## src/rtl/hs_pkg.sv

```systemverilog
package hs_pkg;
  typedef enum logic {
    CTRL_SEMI   = 1'b0,
    CTRL_SIMPLE = 1'b1
  } ctrl_kind_e;
endpackage

```

## src/rtl/hs_stage_ctrl.sv

```systemverilog
module hs_stage_ctrl #(
  parameter hs_pkg::ctrl_kind_e KIND = hs_pkg::CTRL_SEMI
) (
  input  logic clk,
  input  logic rst,
  input  logic ri,
  input  logic ao,
  output logic ro,
  output logic ai,
  output logic hold
);
  generate
    if (KIND == hs_pkg::CTRL_SEMI) begin : g_semi
      logic st_q;
      logic ro_q;
      always_ff @(posedge clk) begin
        if (rst) begin
          st_q <= 1'b0;
          ro_q <= 1'b0;
        end else begin
          if (ri && !ro_q)            st_q <= 1'b1;
          else if (!ri && ro_q && ao) st_q <= 1'b0;
          if (st_q && !ao)            ro_q <= 1'b1;
          else if (!st_q)             ro_q <= 1'b0;
        end
      end
      assign ro   = ro_q;
      assign ai   = st_q;
      assign hold = st_q;

      // input-side return to zero waits for the downstream acknowledge
      assert_ack_rtz_after_ao_R7: assert property (@(posedge clk) disable iff (rst)
        $fell(st_q) |-> $past(ao));
    end else begin : g_simple
      logic c_q;
      always_ff @(posedge clk) begin
        if (rst)             c_q <= 1'b0;
        else if (ri && !ao)  c_q <= 1'b1;
        else if (!ri && ao)  c_q <= 1'b0;
      end
      assign ro   = c_q;
      assign ai   = c_q;
      assign hold = c_q;
    end
  endgenerate

  // acknowledge follows the request phase
  assert_ack_rise_R2: assert property (@(posedge clk) disable iff (rst)
    $rose(ai) |-> $past(ri));
  assert_ack_fall_R2: assert property (@(posedge clk) disable iff (rst)
    $fell(ai) |-> !$past(ri));
  // outgoing request withdrawn only after the acknowledge
  assert_req_fall_R3: assert property (@(posedge clk) disable iff (rst)
    $fell(ro) |-> $past(ao));
endmodule

```

## src/rtl/hs_data_latch.sv

```systemverilog
module hs_data_latch #(
  parameter int WIDTH = 8
) (
  input  logic             clk,
  input  logic             rst,
  input  logic             hold,
  input  logic [WIDTH-1:0] d,
  output logic [WIDTH-1:0] q
);
  // transparent while hold is low, opaque while hold is high
  always_ff @(posedge clk) begin
    if (rst)        q <= '0;
    else if (!hold) q <= d;
  end
endmodule

```

## src/rtl/hs_stage.sv

```systemverilog
module hs_stage #(
  parameter int                 WIDTH = 8,
  parameter hs_pkg::ctrl_kind_e KIND  = hs_pkg::CTRL_SEMI
) (
  input  logic             clk,
  input  logic             rst,
  input  logic             ri,
  output logic             ai,
  input  logic [WIDTH-1:0] di,
  output logic             ro,
  input  logic             ao,
  output logic [WIDTH-1:0] dq,
  output logic             full
);
  logic hold;

  hs_stage_ctrl #(.KIND(KIND)) u_ctrl (
    .clk(clk), .rst(rst), .ri(ri), .ao(ao), .ro(ro), .ai(ai), .hold(hold)
  );

  hs_data_latch #(.WIDTH(WIDTH)) u_latch (
    .clk(clk), .rst(rst), .hold(hold), .d(di), .q(dq)
  );

  assign full = hold;
endmodule

```

## src/rtl/hs_latch_fifo.sv

```systemverilog
module hs_latch_fifo #(
  parameter int                 STAGES = 6,
  parameter int                 WIDTH  = 8,
  parameter hs_pkg::ctrl_kind_e KIND   = hs_pkg::CTRL_SEMI
) (
  input  logic              clk,
  input  logic              rst,
  input  logic              in_req,
  output logic              in_ack,
  input  logic [WIDTH-1:0]  in_data,
  output logic              out_req,
  input  logic              out_ack,
  output logic [WIDTH-1:0]  out_data,
  output logic [STAGES-1:0] occupancy
);
  localparam int LINKS = STAGES + 1;

  logic [LINKS-1:0] req_c;
  logic [LINKS-1:0] ack_c;
  logic [WIDTH-1:0] dat_c [LINKS];

  assign req_c[0]      = in_req;
  assign dat_c[0]      = in_data;
  assign ack_c[STAGES] = out_ack;

  for (genvar i = 0; i < STAGES; i++) begin : g_stage
    hs_stage #(.WIDTH(WIDTH), .KIND(KIND)) u_stage (
      .clk (clk),
      .rst (rst),
      .ri  (req_c[i]),
      .ai  (ack_c[i]),
      .di  (dat_c[i]),
      .ro  (req_c[i+1]),
      .ao  (ack_c[i+1]),
      .dq  (dat_c[i+1]),
      .full(occupancy[i])
    );
  end

  assign in_ack   = ack_c[0];
  assign out_req  = req_c[STAGES];
  assign out_data = dat_c[STAGES];

  // offered word stays put until the consumer acknowledges
  assert_out_data_stable_R3: assert property (@(posedge clk) disable iff (rst)
    (out_req && !out_ack && $past(out_req && !out_ack)) |-> $stable(out_data));
  // offered request is not withdrawn before the acknowledge
  assert_out_req_held_R3: assert property (@(posedge clk) disable iff (rst)
    ($past(out_req) && !$past(out_ack)) |-> out_req);
endmodule

```

## config.mk

```make
export PLATFORM = sky130hd
export DESIGN_NAME = hs_latch_fifo
export DESIGN_NICKNAME = d
export VERILOG_FILES = /design/src/rtl/hs_pkg.sv /design/src/rtl/hs_stage_ctrl.sv /design/src/rtl/hs_data_latch.sv /design/src/rtl/hs_stage.sv /design/src/rtl/hs_latch_fifo.sv
export SDC_FILE = /design/constraint.sdc
export NUM_CORES = 1
export LEC_CHECK = 0
export BUFFER_PORTS_ARGS = -buffer_cell sky130_fd_sc_hd__buf_2
export CORE_AREA = 8 8 84 86
export CTS_CLUSTER_DIAMETER = 60
export DETAILED_ROUTE_END_ITERATION = 16
export DIE_AREA = 0 0 92 94
export GPL_ROUTABILITY_DRIVEN = 0
export PLACE_DENSITY = 0.65
export RECOVER_POWER = 25
export SETUP_SLACK_MARGIN = 0.1
export SYNTH_ARGS = -nofsm -noshare
export SYNTH_HDL_FRONTEND = slang
export SYNTH_SLANG_ARGS = --single-unit
```

## constraint.sdc

```tcl
create_clock -name clk -period 1.6 [get_ports clk]
set_clock_uncertainty 0.2 [all_clocks]
set_input_delay 0.16 -clock clk [delete_from_list [all_inputs] [get_ports clk]]
set_output_delay 0.16 -clock clk [all_outputs]
set_load 0.05 [all_outputs]
```

Word-level counts from Yosys, hierarchy flattened
Cells that the tools add are included.

Flip-flop bits (word level): 60. Input port bits: 12. Word-level logic and storage cells: 91. Output and inout port bits: 16.

Equality and inequality tests: 6. Reduce and logical (&&, ||, !) cells: 43. Mux-type cells: 24.

Operators by type and width (number): $logic_and A1 B1 Y1 (24); $mux W1 (24); $logic_not A1 Y1 (13); $ne A2 B1 Y1 const B (6); $reduce_bool A2 Y1 (6).

Longest topological paths before layout
Gate-level depths: netlist of the first run.

Depth in word-level cells: 5. Mapped depth: 4.

Hierarchy
From an unflattened synthesis of the first run, not the netlist that was laid out.

Cell total of the unflattened synthesis: 210. Area, all modules: 2229.6 sq um.

By module, submodules not included: hs_data_latch (times used 6, cells an instance 26, seq. area each 160.2 sq um, area an instance 285.3 sq um); hs_stage_ctrl (times used 6, cells an instance 9, seq. area each 40.0 sq um, area an instance 86.3 sq um).

Worst setup path before layout of the first run
No wires, ideal clock.

Path kind: reg2reg. Start point: register g_stage[0].u_stage.u_ctrl.g_semi.st_q. End point: register g_stage[0].u_stage.u_latch.q[3]. Cell stages (with the launch flop): 4. Required time: 1.283 ns. Path slack: 0.150 ns. Period minus slack after synthesis: 1.450 ns. Arrival time: 1.132 ns. Cell sequence: dfxtp_1 -> buf_4 -> mux2i_1 -> nor2_1.

RTL lines: start, declared (RTL line hs_stage_ctrl.sv:14) `logic st_q;`; start signal, assigned (RTL line hs_stage_ctrl.sv:18) `st_q <= 1'b0;`; start signal, assigned (RTL line hs_stage_ctrl.sv:21) `if (ri && !ro_q) st_q <= 1'b1;`; start signal, assigned (RTL line hs_stage_ctrl.sv:22) `else if (!ri && ro_q && ao) st_q <= 1'b0;`; end signal, assigned (RTL line hs_data_latch.sv:12) `if (rst) q <= '0;`; end signal, assigned (RTL line hs_data_latch.sv:13) `else if (!hold) q <= d;`; end, declared (RTL line hs_data_latch.sv:8) `output logic [WIDTH-1:0] q`.

Final worst setup path of the first run
Start point: register g_stage[0].u_stage.u_ctrl.g_semi.st_q. End point: output occupancy[0].

RTL lines: end, declared (RTL line hs_latch_fifo.sv:14) `output logic [STAGES-1:0] occupancy`.

No word-level cell between the ends.

==> metrics.txt, run 1 <==
Tmin final=1.457 ns; RSZ-0062 raised after global routing=true; WL/cell=11.44 um; post-CTS setup buffers=0; total number of yosys warnings=0; Slew Viols, Final=0; Residual DRC=0; first-pass iteration count of the detailed router=4; largest net degree at the start of global routing=39; Area contributors post-synth=dfxtp_1 54%, mux2i_1 21%, nor2_1 8.2%; crit-path cells=buf_4 > clkbuf_4; Max Root-Sink Buffers=2; multiplexer share of the synthesized area=21.43%; CP Launch Type=flop; Place WS=0.3758 ns; CP Max Fanout=12; Worst EP required=1.24 ns; number of fillers in the final layout=566; CTS Buf Count=9; register bit total from synthesis=60; multi-input logic area=799.5 um^2; Peak Freq=0.6862 GHz; IO buf count=27; post-placement cell area=0.002332 mm^2; Hold Path Class=primary input to flop; status=finished, final reports clean; Slew Limit Headroom=71.37%; Synth top area share=53.57%; Final setup viols=0; Synth Cell Area=0.002242 mm^2; setup_tns=0 ns; vias in the first global route=1378; commonest non-fill, non-tap cells in the layout=60 x dfxtp_1, 49 x nor2_1, 48 x mux2i_1, 23 x buf_2; CTS tree=built; Top-Level Pins=28; Total Nets Final=253; Post-DRT Antenna Nets=0; initial antenna violation count=0; syn_area_per_cell=10.58 um^2; CTS sink cnt=60; commonest non-fill, non-tap cell in the layout=dfxtp_1; Synth Net Count=224; Setup WS post-layout=0.1427 ns; Final Hold Fails=0; ant diodes=0; Distinct cells, synth=13; Tcrit/Tclk final=91.08%; Congestion Overflow GR=0; compound-gate portion of the synthesized area=5.580%; root buf cell=clkbuf_8; Mapped Cells=212; die area=0.008648 mm^2; Placed Cells=295; Final Power=2.827 mW; final std cells w/o fill=318; layout cells sized above 1=17.70%; XOR/XNOR Fraction of Synth Area=0%; CP delay by family, top=buffers and inverters; static leakage=1.020 nW; Post-Synth Adder-Cell Area=0%; Seq/Total Area, Yosys=53.57%; number of buffers and inverters on the critical path=2; biggest cell delay along the critical path=0.30 ns; via count=1413; crit path max-delay cell type=dfxtp_1; H-Tree Level Count=3; Post-Synth Simple-Gate Area=8.650%; Area growth syn-to-layout=15.29%; Worst-Margin Slew=0.4295 ns; Initial Util=39.02%; combinational family with the most area after synthesis=multiplexers; Vias/cell=4.443; first-pass GRT wire length=6.423 mm; Synth area leader=dfxtp_1; Worst-path clk slew=0.06 ns; placed wire-length estimate=2.483 mm; CP Class=flop to primary output; # Max-Cap Violations=0; power density over the cells=1094 mW/mm^2; CP arrival=1.10 ns; core area=0.005746 mm^2; Post-Route WL=3.638 mm; Die Width=92 um; CP endpoint kind=primary output; GR Util All Layers=9.395%; starting DRC count in detailed routing=91; num rows=28; IR Drop Worst-Case VDD=0.6513 mV; Die Span Y=94 um; Design Area, Final=0.002585 mm^2; Clock Latency Late Sink=0.32 ns; register area=0.001201 mm^2
==> metrics by stage <==
stage,hold WS (ns),util [%]
global route,0.05934,44.99
global placement,0.1895,40.59
finish,0.05164,44.99
CTS,0.03549,44.84
floorplan,0.1039,-
detailed placement,0.1978,40.59
==> kinds of logic after synthesis <==
family,count (synthesis)
and+or+nand+nor,51
AOI/OAI and AO/OA,17
buffers and inverters,36
muxes,48
DFF,60
==> sequential cells by signal, summed over array words and instances (netlist names) <==
signal,cells
g_stage.u_stage.u_latch.q,48
g_stage.u_stage.u_ctrl.ai,6
g_stage.u_stage.u_ctrl.ro,6
==> worst paths after layout <==
path,slack (ns),start,cells after the start,to
worst min register to register,0.27,g_stage[2].u_stage.u_ctrl.ai,1,g_stage[2].u_stage.u_ctrl.ro
worst max-delay path,0.14,g_stage[0].u_stage.u_ctrl.ai,2,occupancy[0]
worst max register to register,0.38,g_stage[5].u_stage.u_ctrl.ai,3,g_stage[5].u_stage.u_latch.q[3]
worst min-delay path,0.05,rst,2,g_stage[0].u_stage.u_latch.q[4]
==> Yosys cell counts (all sizes together) <==
| master | count |
|---|---|
| a211oi | 4 |
| nor2 | 49 |
| dfxtp | 60 |
| nor3 | 2 |
| a311oi | 4 |
| a21oi | 5 |
| mux2i | 48 |
| o211a | 3 |
| o21ai | 1 |
| inv | 10 |
| buf | 26 |
==> where the power goes <==
| part | switching (mW) | internal [mW] |
|---|---|---|
| sequential | 0.0274 | 1.55 |
| combinational | 0.130 | 0.103 |
| clock | 0.483 | 0.538 |
| total | 0.640 | 2.19 |
==> layout make-up <==
type | count | share of cell area [%]
Tap cell | 75 | 3.630
Sequential cell | 60 | 46.47
Timing Repair Buffer | 44 | 12.15
Multi-Input combinational cell | 116 | 30.93
Clock buffer | 13 | 5.373
Inverter | 10 | 1.452
==> per-layer routing <==
layer,share of wire (%),vias up,track usage (%)
li1,-,755,-
met4,1.1,0,4.430
met3,6.2,2,5.436
met1,49,630,10.72
met2,44,26,13.83
met5,0,-,0
==> repair_timing <==
| item | 4_1_cts | 5_1_grt |
|---|---|---|
| resized for setup | 2 | 3 |
| pin swaps | 0 | 0 |
| endpoints found under the setup margin | 4 | 3 |
| hold buffers | 10 | 0 |
| endpoints found under the hold margin | 11 | 0 |
No activity file was read; power rests on OpenSTA's default activity.
==> run 2: changes to the inputs <==
REMOVE_ABC_BUFFERS = 1   (was unset)
==> metrics.txt, run 2 (same netlist as run 1, synthesis figures left out) <==
final std cells w/o fill=326; crit-path cells=buf_4; Setup WS post-layout=0.1379 ns; CTS Buf Count=9; Slew Viols, Final=0; largest net degree at the start of global routing=19; Die Span Y=94 um; num rows=28; Die Width=92 um; top sig layer=met4; Metal-1 WL=1.859 mm; met2 WL post-DR=1.575 mm; Clock Latency Late Sink=0.33 ns; initial antenna violation count=0; Peak Freq=0.6840 GHz; # Max-Cap Violations=0; via count=1473; Design Area, Final=0.002651 mm^2; Worst-path clk slew=0.07 ns; Tcrit/Tclk final=91.38%; post-placement cell area=0.002350 mm^2; Placed Cells=299; IR Drop Worst-Case VDD=0.5661 mV; commonest non-fill, non-tap cell in the layout=dfxtp_1; max reg flops=48; status=finished, final reports clean; Initial Util=39.02%; Worst EP required=1.24 ns; Vias/cell=4.518; CTS tree=built; die area=0.008648 mm^2; vias in the first global route=1443; met3 wire length=217 um; CP Class=flop to primary output; H-Tree Level Count=3; Hold Path Class=flop to flop; Residual DRC=0; GR Util All Layers=9.557%; Congestion Overflow GR=0; Post-Route WL=3.761 mm; root buf cell=clkbuf_8; CTS sink cnt=60; Post-DRT Antenna Nets=0; Final Hold Fails=0; layout cells sized above 1=20.72%; CP arrival=1.10 ns; Top reg by flops=g_stage.u_stage.u_latch.q; IO buf count=27; hold slack=0.2794 ns; Worst-Margin Slew=0.3358 ns; Total Nets Final=258; biggest cell delay along the critical path=0.50 ns; commonest non-fill, non-tap cells in the layout=58 x dfxtp_1, 49 x nor2_1, 48 x mux2i_1, 19 x buf_2, 13 x buf_4; CP Max Fanout=7; number of buffers and inverters on the critical path=1; Place WS=0.3002 ns; Final setup viols=0; Slew Limit Headroom=77.61%; RSZ-0062 raised after global routing=false; static leakage=1.056 nW; number of fillers in the final layout=559; starting DRC count in detailed routing=54; crit path max-delay cell type=dfxtp_1; power density over the cells=1160 mW/mm^2; first-pass iteration count of the detailed router=4; Area growth syn-to-layout=18.25%; CP delay by family, top=flip-flops; CP endpoint kind=primary output; WL/cell=11.54 um; placed wire-length estimate=2.608 mm; Tmin final=1.462 ns; Max Root-Sink Buffers=2; Top-Level Pins=28; ant diodes=0; first-pass GRT wire length=6.589 mm; CP Launch Type=flop; core area=0.005746 mm^2
## run 2: what timing repair did
action / CTS / global route
setup buffers: 0 / 0
gates cloned: 0 / 0
gates resized for setup: 5 / 7
hold buffers: 11 / 0
setup endpoints to repair: 7 / 6
hold endpoints to repair: 19 / 0
## run 2: layout make-up
cell class	count	area, um^2	area share, %
flip-flops and latches	60	1204	45.40
multi-input cells	116	799.5	30.16
repair buffers	49	334.1	12.60
clock buffers	10	127.6	4.814
well taps	75	93.84	3.539
clock inverters	6	55.05	2.076
inverters	10	37.54	1.416
## run 2: power by group
group	switching (mW)	internal, mW	total (mW)	leakage, nW
combinational	0.119	0.106	0.225	0.468
sequential	0.0399	1.55	1.59	0.489
clock	0.559	0.705	1.26	0.0996
total	0.718	2.36	3.08	1.06
## run 2: worst paths after layout
path	startpoint	end	slack [ns]	cells after the start
setup / recovery	g_stage[2].u_stage.u_ctrl.ai	occupancy[2]	0.14	1
hold / removal	g_stage[5].u_stage.u_ctrl.ro	g_stage[5].u_stage.u_ctrl.ai	0.28	1
setup reg to reg	g_stage[5].u_stage.u_ctrl.ai	g_stage[5].u_stage.u_latch.q[6]	0.22	3
hold reg to reg	g_stage[5].u_stage.u_ctrl.ro	g_stage[5].u_stage.u_ctrl.ai	0.28	1
## run 2: per-layer routing
layer / up-vias / global-route usage [%]
met1: 675 / 11.41
li1: 758 / -
met5: - / 0
met3: 11 / 2.718
met2: 29 / 13.77
met4: 0 / 8.456
## run 2: per-stage QoR
step | util, % | setup TNS [ns] | power [mW]
6_report | 46.15 | 0 | 3.076
5_1_grt | 46.15 | 0 | 3.219
4_1_cts | 46.21 | 0 | 3.119
3_5_place_dp | 40.90 | 0 | 1.823
3_3_place_gp | 40.90 | 0 | 1.818
2_1_floorplan | - | -2.082 | 1.741
